## src/rtl/ldst_pkg.sv

```systemverilog
package ldst_pkg;

    typedef enum logic [1:0] {
        WID_BYTE = 2'b00,
        WID_HALF = 2'b01,
        WID_WORD = 2'b10
    } width_e;

    function automatic width_e width_of(input logic [2:0] f3);
        case (f3[1:0])
            2'b00:   return WID_BYTE;
            2'b01:   return WID_HALF;
            default: return WID_WORD;
        endcase
    endfunction

endpackage

```

## src/rtl/ldst_lane_encode.sv

```systemverilog
module ldst_lane_encode
    import ldst_pkg::*;
#(
    parameter  int XLEN  = 32,
    localparam int NB    = XLEN / 8,
    localparam int OFF_W = $clog2(NB)
) (
    input  width_e            width,
    input  logic [OFF_W-1:0]  offset,
    input  logic [XLEN-1:0]   store_data,
    output logic [NB-1:0]     mask,
    output logic [XLEN-1:0]   lane_data
);

    always_comb begin
        case (width)
            WID_BYTE: mask = NB'(1) << offset;
            WID_HALF: mask = NB'(3) << {offset[OFF_W-1:1], 1'b0};
            default:  mask = '1;
        endcase
    end

    for (genvar i = 0; i < NB; i++) begin : g_lane
        logic [7:0] lane_b;
        always_comb begin
            case (width)
                WID_BYTE: lane_b = store_data[7:0];
                WID_HALF: lane_b = store_data[8*(i%2) +: 8];
                default:  lane_b = store_data[8*i +: 8];
            endcase
        end
        assign lane_data[8*i +: 8] = lane_b;
    end

endmodule

```

## src/rtl/ldst_load_extract.sv

```systemverilog
module ldst_load_extract
    import ldst_pkg::*;
#(
    parameter  int XLEN  = 32,
    localparam int NB    = XLEN / 8,
    localparam int OFF_W = $clog2(NB)
) (
    input  width_e            width,
    input  logic              zext,
    input  logic [OFF_W-1:0]  offset,
    input  logic [XLEN-1:0]   raw,
    output logic [XLEN-1:0]   value
);

    logic [OFF_W-1:0] eff_off;
    logic [XLEN-1:0]  shifted;

    always_comb begin
        case (width)
            WID_BYTE: eff_off = offset;
            WID_HALF: eff_off = {offset[OFF_W-1:1], 1'b0};
            default:  eff_off = '0;
        endcase
        shifted = raw >> {eff_off, 3'b000};
        case (width)
            WID_BYTE: value = zext ? {{(XLEN-8){1'b0}}, shifted[7:0]}
                                   : {{(XLEN-8){shifted[7]}}, shifted[7:0]};
            WID_HALF: value = zext ? {{(XLEN-16){1'b0}}, shifted[15:0]}
                                   : {{(XLEN-16){shifted[15]}}, shifted[15:0]};
            default:  value = shifted;
        endcase
    end

endmodule

```

## src/rtl/ldst_access_unit.sv

```systemverilog
module ldst_access_unit
    import ldst_pkg::*;
#(
    parameter  int XLEN  = 32,
    localparam int NB    = XLEN / 8,
    localparam int OFF_W = $clog2(NB)
) (
    input  logic             clk,
    input  logic             rst_n,
    input  logic             req_valid,
    input  logic             req_store,
    input  logic [2:0]       req_funct3,
    input  logic [XLEN-1:0]  req_addr,
    input  logic [XLEN-1:0]  req_wdata,
    output logic [XLEN-1:0]  mem_addr,
    output logic [NB-1:0]    mem_rmask,
    output logic [NB-1:0]    mem_wmask,
    output logic [XLEN-1:0]  mem_wdata,
    input  logic             mem_resp,
    input  logic [XLEN-1:0]  mem_rdata,
    output logic             busy,
    output logic             rsp_done,
    output logic [XLEN-1:0]  load_data
);

    typedef struct packed {
        logic             pending;
        logic             store;
        width_e           width;
        logic             zext;
        logic [OFF_W-1:0] offset;
        logic [XLEN-1:0]  addr;
        logic [NB-1:0]    mask;
        logic [XLEN-1:0]  wdata;
    } state_t;

    state_t          st_d, st_q;
    width_e          req_width;
    logic [NB-1:0]   enc_mask;
    logic [XLEN-1:0] enc_data;
    logic [XLEN-1:0] ext_value;

    assign req_width = width_of(req_funct3);

    ldst_lane_encode #(.XLEN(XLEN)) u_encode (
        .width      (req_width),
        .offset     (req_addr[OFF_W-1:0]),
        .store_data (req_wdata),
        .mask       (enc_mask),
        .lane_data  (enc_data)
    );

    ldst_load_extract #(.XLEN(XLEN)) u_extract (
        .width  (st_q.width),
        .zext   (st_q.zext),
        .offset (st_q.offset),
        .raw    (mem_rdata),
        .value  (ext_value)
    );

    always_comb begin
        st_d = st_q;
        if (!st_q.pending) begin
            if (req_valid) begin
                st_d.pending = 1'b1;
                st_d.store   = req_store;
                st_d.width   = req_width;
                st_d.zext    = req_funct3[2];
                st_d.offset  = req_addr[OFF_W-1:0];
                st_d.addr    = {req_addr[XLEN-1:OFF_W], {OFF_W{1'b0}}};
                st_d.mask    = enc_mask;
                st_d.wdata   = enc_data;
            end
        end else if (mem_resp) begin
            st_d.pending = 1'b0;
        end
    end

    always_ff @(posedge clk) begin
        if (!rst_n) st_q <= '0;
        else        st_q <= st_d;
    end

    assign mem_addr  = st_q.addr;
    assign mem_rmask = (st_q.pending && !st_q.store) ? st_q.mask : '0;
    assign mem_wmask = (st_q.pending &&  st_q.store) ? st_q.mask : '0;
    assign mem_wdata = st_q.wdata;
    assign busy      = (req_valid && !st_q.pending) || (st_q.pending && !mem_resp);
    assign rsp_done  = st_q.pending && mem_resp;
    assign load_data = (rsp_done && !st_q.store) ? ext_value : '0;

    logic strobe;
    assign strobe = (|mem_rmask) || (|mem_wmask);

    assert_aligned_addr_R2: assert property (@(posedge clk) disable iff (!rst_n)
        strobe |-> mem_addr[OFF_W-1:0] == '0);

    assert_issue_next_cycle_R2: assert property (@(posedge clk) disable iff (!rst_n)
        (req_valid && !strobe && !rsp_done) |=>
            (strobe && mem_addr[XLEN-1:OFF_W] == $past(req_addr[XLEN-1:OFF_W])));

    assert_one_strobe_R3: assert property (@(posedge clk) disable iff (!rst_n)
        !((|mem_rmask) && (|mem_wmask)));

    assert_hold_request_R5: assert property (@(posedge clk) disable iff (!rst_n)
        (strobe && busy) |=> ($stable(mem_addr) && $stable(mem_rmask) &&
                              $stable(mem_wmask) && $stable(mem_wdata)));

    assert_drop_after_resp_R5: assert property (@(posedge clk) disable iff (!rst_n)
        rsp_done |=> !strobe);

    assert_busy_on_request_R6: assert property (@(posedge clk) disable iff (!rst_n)
        (req_valid && !strobe) |-> busy);

    assert_single_pulse_R7: assert property (@(posedge clk) disable iff (!rst_n)
        rsp_done |=> !rsp_done);

endmodule

```

## config.mk

```make
export PLATFORM = sky130hd
export DESIGN_NAME = ldst_access_unit
export DESIGN_NICKNAME = d
export VERILOG_FILES = /design/src/rtl/ldst_pkg.sv /design/src/rtl/ldst_lane_encode.sv /design/src/rtl/ldst_load_extract.sv /design/src/rtl/ldst_access_unit.sv
export SDC_FILE = /design/constraint.sdc
export NUM_CORES = 1
export LEC_CHECK = 0
export CAP_MARGIN = 20
export CORE_ASPECT_RATIO = 1.75
export CORE_MARGIN = 2
export CORE_UTILIZATION = 44
export CTS_CLUSTER_DIAMETER = 30
export DETAILED_ROUTE_END_ITERATION = 10
export GPL_ROUTABILITY_DRIVEN = 0
export PLACE_DENSITY = 0.87
export SKIP_CTS_REPAIR_TIMING = 1
export SLEW_MARGIN = 20
export SYNTH_ARGS = -nofsm -noshare
export SYNTH_HDL_FRONTEND = slang
export SYNTH_SLANG_ARGS = --single-unit
```

## constraint.sdc

```tcl
create_clock -name clk -period 6.1 [get_ports clk]
set_clock_uncertainty 0.2 [all_clocks]
set_input_delay 1.22 -clock clk [delete_from_list [all_inputs] [get_ports clk]]
set_output_delay 1.22 -clock clk [all_outputs]
set_load 0.02 [all_outputs]
```

==> results.toml, run 1 <==
[place]
port_buffers = 207
hpwl_um = 9436

[floorplan]
start_util = 0.4491
fp-row-count = 47
die_y_um = 133.2
coreArea_mm2 = 0.009350
pin_count = 210
die_x_um = 77.85
dieArea_mm2 = 0.01037

[clock_network]
cts_max_level = 3
cts_buffers = 9
tritoncts = "yes"
cts-root-buf = "clkbuf_16"
clk_path_buf_depth = 2
clk_latency_ns = 0.33
cts.sinks = 73
cts.clk_slew.worst_paths_ns = 0.06

[pwr]
power_frac_clock = 0.392
leakagePower_nw = 2.550
power_density_mw_per_mm2 = 231.6
intPower_mw = 1.042
p_comb_frac = 0.234
switchingPower_mw = 0.3836
peakVddDrop_mv = 0.1934
swShare = 0.2692
power_frac_seq = 0.374

[routing]
finalWirelength_um = 12560
drt_iter0_drc = 171
ant_nets = 0
via_per_inst = 5.190
dr.pass1.iters = 4
vias = 4064
post_drt_wl_per_cell_um = 16.05
drc = 0

[synthesis]
synth_cell_types = 31
synth_flop_cell = "dfxtp_1"
synth_edf_count = 0
postSynthAreaPerCell_um2 = 7.878
synth_seq_cells = 73
synth_cells = 533
synth_async_sr_flop_share = 0
syn_area_mm2 = 0.004199
synth_top_area_cell = "dfxtp_1"
yosysWarnings = 0
ys_seq_area_frac = 0.3480
synth_area_leaders = "dfxtp_1 35%, nand2_1 15%, buf_4 11%"
synth_top_cell_area_share = 0.3480

[sta]
post-route-min-period_ns = 5.027
rsz0062_at_grt = "no"
hold_viol = 0
max_freq_mhz = 198.9
timing.final.crit_share = 0.8240
maxSlewViolCount = 0
setup_tns_ns = 0
worstMarginPinSlew_ns = 0.9819
slew_headroom = 0.3440
setup-violations-final = 0

[hold_path]
holdCritPathClass = "flop to flop"

[run_status]
outcome = "completed"

[grt]
antenna_found_initial = 0
grt_max_degree = 74
grt_pass1_wl_um = 20020
grtUsageTotal = 0.2424
grt-ovfl-total = 0
grt_pass1_vias = 4123

[final_layout]
drive_above_1_share = 0.05446
n_antenna_cell = 0
final_nets = 760
final_util = 0.6582
syn_to_final_growth_pct = 46.57

[worst_setup_path]
slowest_delay_ns = 0.66
cp_max_fo = 7
critPathKind = "input port to output pin"
critPathSlowestCell = "clkdlybuf4s50_1"
cpMostUsedCell = "clkdlybuf4s50_1"
end_kind = "output pin"
cp-start-kind = "input port"
cp.required_ns = 4.68
cp.arrival_ns = 3.61
crit_chain = "clkdlybuf4s50_1, nand4bb_1, o221a_2, o21ai_0, a21oi_1, a221oi_1, clkdlybuf4s50_1"

[flow_run]
cap_violations = 0
==> worst paths after layout <==
path	start	to	slack [ns]	cells after the start
worst max-delay path	mem_rdata[15]	load_data[9]	1.07	7
worst min-delay path	mem_addr[16]	mem_addr[16]	0.26	2
worst max register to register	st_q[74]	mem_wdata[15]	3.87	4
worst min register to register	mem_addr[16]	mem_addr[16]	0.26	2
==> cell families after synthesis <==
kind of cell,share of synthesized area
other,0.0008931
AND/OR/NAND/NOR,0.2086
AO/OA/AOI/OAI,0.2008
buffers and inverters,0.1612
multiplexers,0.08045
flip-flops,0.3480
==> per-stage QoR <==
stage | power [mW] | instances | area [µm²] | worst slack, ns | hold WS, ns
2_1_floorplan | 0.7359 | 534 | 4203 | 2.154 | 0.2438
3_5_place_dp | 0.8757 | 767 | 5834 | 1.128 | 0.2575
4_1_cts | 1.437 | 783 | 6155 | 1.123 | 0.2654
5_1_grt | 1.483 | 783 | 6155 | 0.8888 | 0.2809
3_3_place_gp | 0.8675 | 767 | 5834 | 1.202 | 0.2513
6_report | 1.425 | 783 | 6155 | 1.073 | 0.2617
==> critical path: cells and delay by family <==
family | cells | cell delay (ns)
buffers and inverters | 2 | 1.18
AOI/OAI and AO/OA | 4 | 1.10
and+or+nand+nor | 1 | 0.11
==> per-layer routing <==
layer | global-route usage | wire length (µm)
met1 | 0.2469 | 4512
met2 | 0.4420 | 6603
met3 | 0.06301 | 897
met4 | 0.1290 | 550
met5 | 0 | 0
==> cells in the mapped netlist, types with 4 or more instances <==
cell type,number
a21oi_1,6
o21ai_0,23
nor2_1,6
mux2i_1,18
buf_2,4
clkbuf_1,30
a21boi_0,52
and2_1,6
o211a_1,16
and3_1,4
nand2_1,164
dfxtp_1,73
inv_1,9
nor2b_1,11
nand2b_1,4
mux4_2,7
o22ai_1,7
buf_4,64
nand3_1,8
a221oi_1,7
==> placed cells by master (no fill, tap or decap) <==
cell type / count
nand3_1: 8
clkdlybuf4s50_1: 206
a21oi_1: 6
dfxtp_1: 73
clkbuf_16: 9
clkinvlp_4: 1
nor3_1: 2
a21boi_0: 52
o221a_2: 1
mux2i_1: 18
nor2b_1: 10
nand2b_1: 4
clkinv_2: 2
o211a_1: 16
buf_2: 1
conb_1: 2
nor2_1: 6
clkinv_4: 2
nor3b_2: 1
nand2_2: 1
o21ai_2: 1
o21ai_0: 23
inv_1: 9
buf_4: 6
a221oi_1: 7
and3_1: 4
nand2_1: 163
bufinv_16: 2
a2111oi_2: 1
mux4_2: 7
nand3b_1: 1
and2_1: 6
o22ai_1: 7
nand4bb_1: 1
nor2b_4: 1
o21bai_1: 1
==> sequential cells by signal, indices dropped and copies added, names as in the netlist <==
signal,flops
mem_addr,30
mem_wdata,32
st_q,11
==> final cells by class <==
type | instances | area [µm²]
clock buffers | 9 | 225.2
clock inverters | 7 | 95.09
fillers | 755 | 3196
inverters | 9 | 33.78
multi-input cells | 350 | 2074
flip-flops and latches | 73 | 1461
well taps | 122 | 152.6
repair buffers | 213 | 2112
==> power groups by stage <==
stage               sequential [mW]  combinational (mW)  clock, mW
global placement              0.540               0.328          0
floorplan                     0.533               0.203          0
CTS                           0.532               0.335      0.570
global route                  0.537               0.358      0.588
finish                        0.533               0.334      0.559
detailed placement            0.543               0.333          0
Power figures use the tool's default switching activity.
==> run 2, diff against run 1 <==
--- a/config.mk
+++ b/config.mk
@@ -8,11 +8,11 @@
 export CAP_MARGIN = 20
 export CORE_ASPECT_RATIO = 1.75
 export CORE_MARGIN = 2
-export CORE_UTILIZATION = 44
+export CORE_UTILIZATION = 41
 export CTS_CLUSTER_DIAMETER = 30
 export DETAILED_ROUTE_END_ITERATION = 10
 export GPL_ROUTABILITY_DRIVEN = 0
-export PLACE_DENSITY = 0.87
+export PLACE_DENSITY = 0.82
 export SKIP_CTS_REPAIR_TIMING = 1
 export SLEW_MARGIN = 20
 export SYNTH_ARGS = -nofsm -noshare
==> constraint.sdc (replaced) <==
create_clock -name clk -period 5.2 [get_ports clk]
set_clock_uncertainty 0.2 [all_clocks]
set_input_delay 1.04 -clock clk [delete_from_list [all_inputs] [get_ports clk]]
set_output_delay 1.04 -clock clk [all_outputs]
set_load 0.02 [all_outputs]
==> run 2 against run 1 <==
Compared with the run above:
- global-route usage fell by 1.5 points
- clock-buffer cell count grew 1
- worst hold slack is essentially flat
- sequential power is 17% higher
- design area is 0.55% lower
- sequential cell count stayed put
- register-to-register slack got worse by 0.91 ns
- critical path depth is the same
- highest routed layer unchanged
- worst setup slack got worse by 0.58 ns
- sequential share of layout area grew 0.13 points
==> results.toml, run 2 (synthesis gave the netlist of run 1 again) <==
[final_layout]
final_cell_mix = "206 x clkdlybuf4s50_1, 163 x nand2_1, 73 x dfxtp_1, 52 x a21boi_0, 23 x o21ai_0"
design_area_mm2 = 0.006121
n_antenna_cell = 0
largest_reg_flops = 32
syn_to_final_growth_pct = 45.77
drive_above_1_share = 0.05589
layout_commonest_cell = "clkdlybuf4s50_1"
final_nets = 761

[clock_network]
cts.sinks = 73
cts_max_level = 3
cts_buffers = 9
tritoncts = "yes"
cts.clk_slew.worst_paths_ns = 0.06
cts-root-buf = "clkbuf_16"
clk_latency_ns = 0.32
clk_path_buf_depth = 2

[sta]
setup_tns_ns = 0
hold_viol = 0
post-route-min-period_ns = 4.702
rsz0062_at_grt = "no"
max_freq_mhz = 212.7
hold_ws_ns = 0.2615
setup-violations-final = 0
timing.final.crit_share = 0.9042
slew_headroom = 0.3353
maxSlewViolCount = 0
worstMarginPinSlew_ns = 0.9949

[pwr]
p_comb_frac = 0.251
leakagePower_nw = 2.543
intPower_mw = 1.135
swShare = 0.2799
power_frac_clock = 0.354
peakVddDrop_mv = 0.2269
power_frac_seq = 0.395
power_density_mw_per_mm2 = 257.5
switchingPower_mw = 0.4412

[routing]
dr.pass1.iters = 4
via_per_inst = 5.140
finalWirelength_um = 12860
drc = 0
vias = 4045
post_drt_wl_per_cell_um = 16.34
drt_iter0_drc = 155
ant_nets = 0

[place]
hpwl_um = 9700
dpl-instance-area_mm2 = 0.005846
port_buffers = 207

[worst_setup_path]
crit_chain = "clkdlybuf4s50_1, nand4bb_1, o221a_2, o21ai_0, a21oi_1, a221oi_1, clkdlybuf4s50_1"
cpMostUsedCell = "clkdlybuf4s50_1"
cp.required_ns = 3.96
slowest_delay_ns = 0.66
end_kind = "output pin"
cp-start-kind = "input port"
critPathKind = "input port to output pin"
cp.arrival_ns = 3.46
critPathSlowestCell = "clkdlybuf4s50_1"
cp_max_fo = 7

[grt]
grt_max_degree = 74
grt-ovfl-total = 0
grtUsageTotal = 0.2271
grt_pass1_wl_um = 19490
grt_pass1_vias = 3997
antenna_found_initial = 0

[flow_run]
cap_violations = 0

[floorplan]
fp-row-count = 48
dieArea_mm2 = 0.01110
coreArea_mm2 = 0.009910
start_util = 0.4237
die_y_um = 137.9
die_x_um = 80.50
pin_count = 210

[run_status]
outcome = "completed"

[hold_path]
holdCritPathClass = "flop to flop"
==> run 2: cell type report <==
class	count	area [µm²]
inverters	9	33.78
clock buffers	10	239.0
fillers	858	3789
clock inverters	6	33.78
well taps	125	156.4
multi-input cells	350	2074
repair buffers	214	2122
flip-flops and latches	73	1461
==> run 2: final timing paths <==
| path | startpoint | end | slack (ns) | depth (start not counted) |
|---|---|---|---|---|
| min reg2reg | mem_addr[2] | mem_addr[2] | 0.26 | 2 |
| max reg2reg | st_q[74] | mem_addr[13] | 2.96 | 4 |
| min | mem_addr[2] | mem_addr[2] | 0.26 | 2 |
| max | mem_rdata[15] | load_data[8] | 0.50 | 7 |
==> run 2: critical path, delay by kind of cell <==
family          cells  cell delay [ns]
compound gates      4             1.17
buf+inv             2             1.14
simple gates        1             0.11
==> run 2: power groups by stage <==
| stage | combinational, mW | sequential (mW) | clock, mW |
|---|---|---|---|
| after global placement | 0.387 | 0.633 | 0 |
| after detailed placement | 0.395 | 0.635 | 0 |
| after floorplan | 0.238 | 0.626 | 0 |
| after global routing | 0.423 | 0.628 | 0.595 |
| after CTS | 0.397 | 0.623 | 0.574 |
| final | 0.395 | 0.623 | 0.557 |
==> run 2: metal layers <==
layer  global-route usage  share of wire  up-vias  wire [µm]
met1               0.2320           0.36     1857       4635
met5                    0              0        -          0
met2               0.4162           0.52      190       6743
li1                     -              -     1965          -
met3              0.06380          0.080       33       1032
met4               0.1102          0.035        0        452
==> run 2: per-stage QoR <==
stage               std cells  utilization  total power, mW  worst slack (ns)
CTS                       787       0.6174            1.594            0.5309
floorplan                 534            -           0.8633             1.614
finish                    787       0.6177            1.576            0.4980
global route              787       0.6177            1.646            0.4072
detailed placement        771       0.5899            1.030            0.5380
global placement          771       0.5899            1.020            0.6324
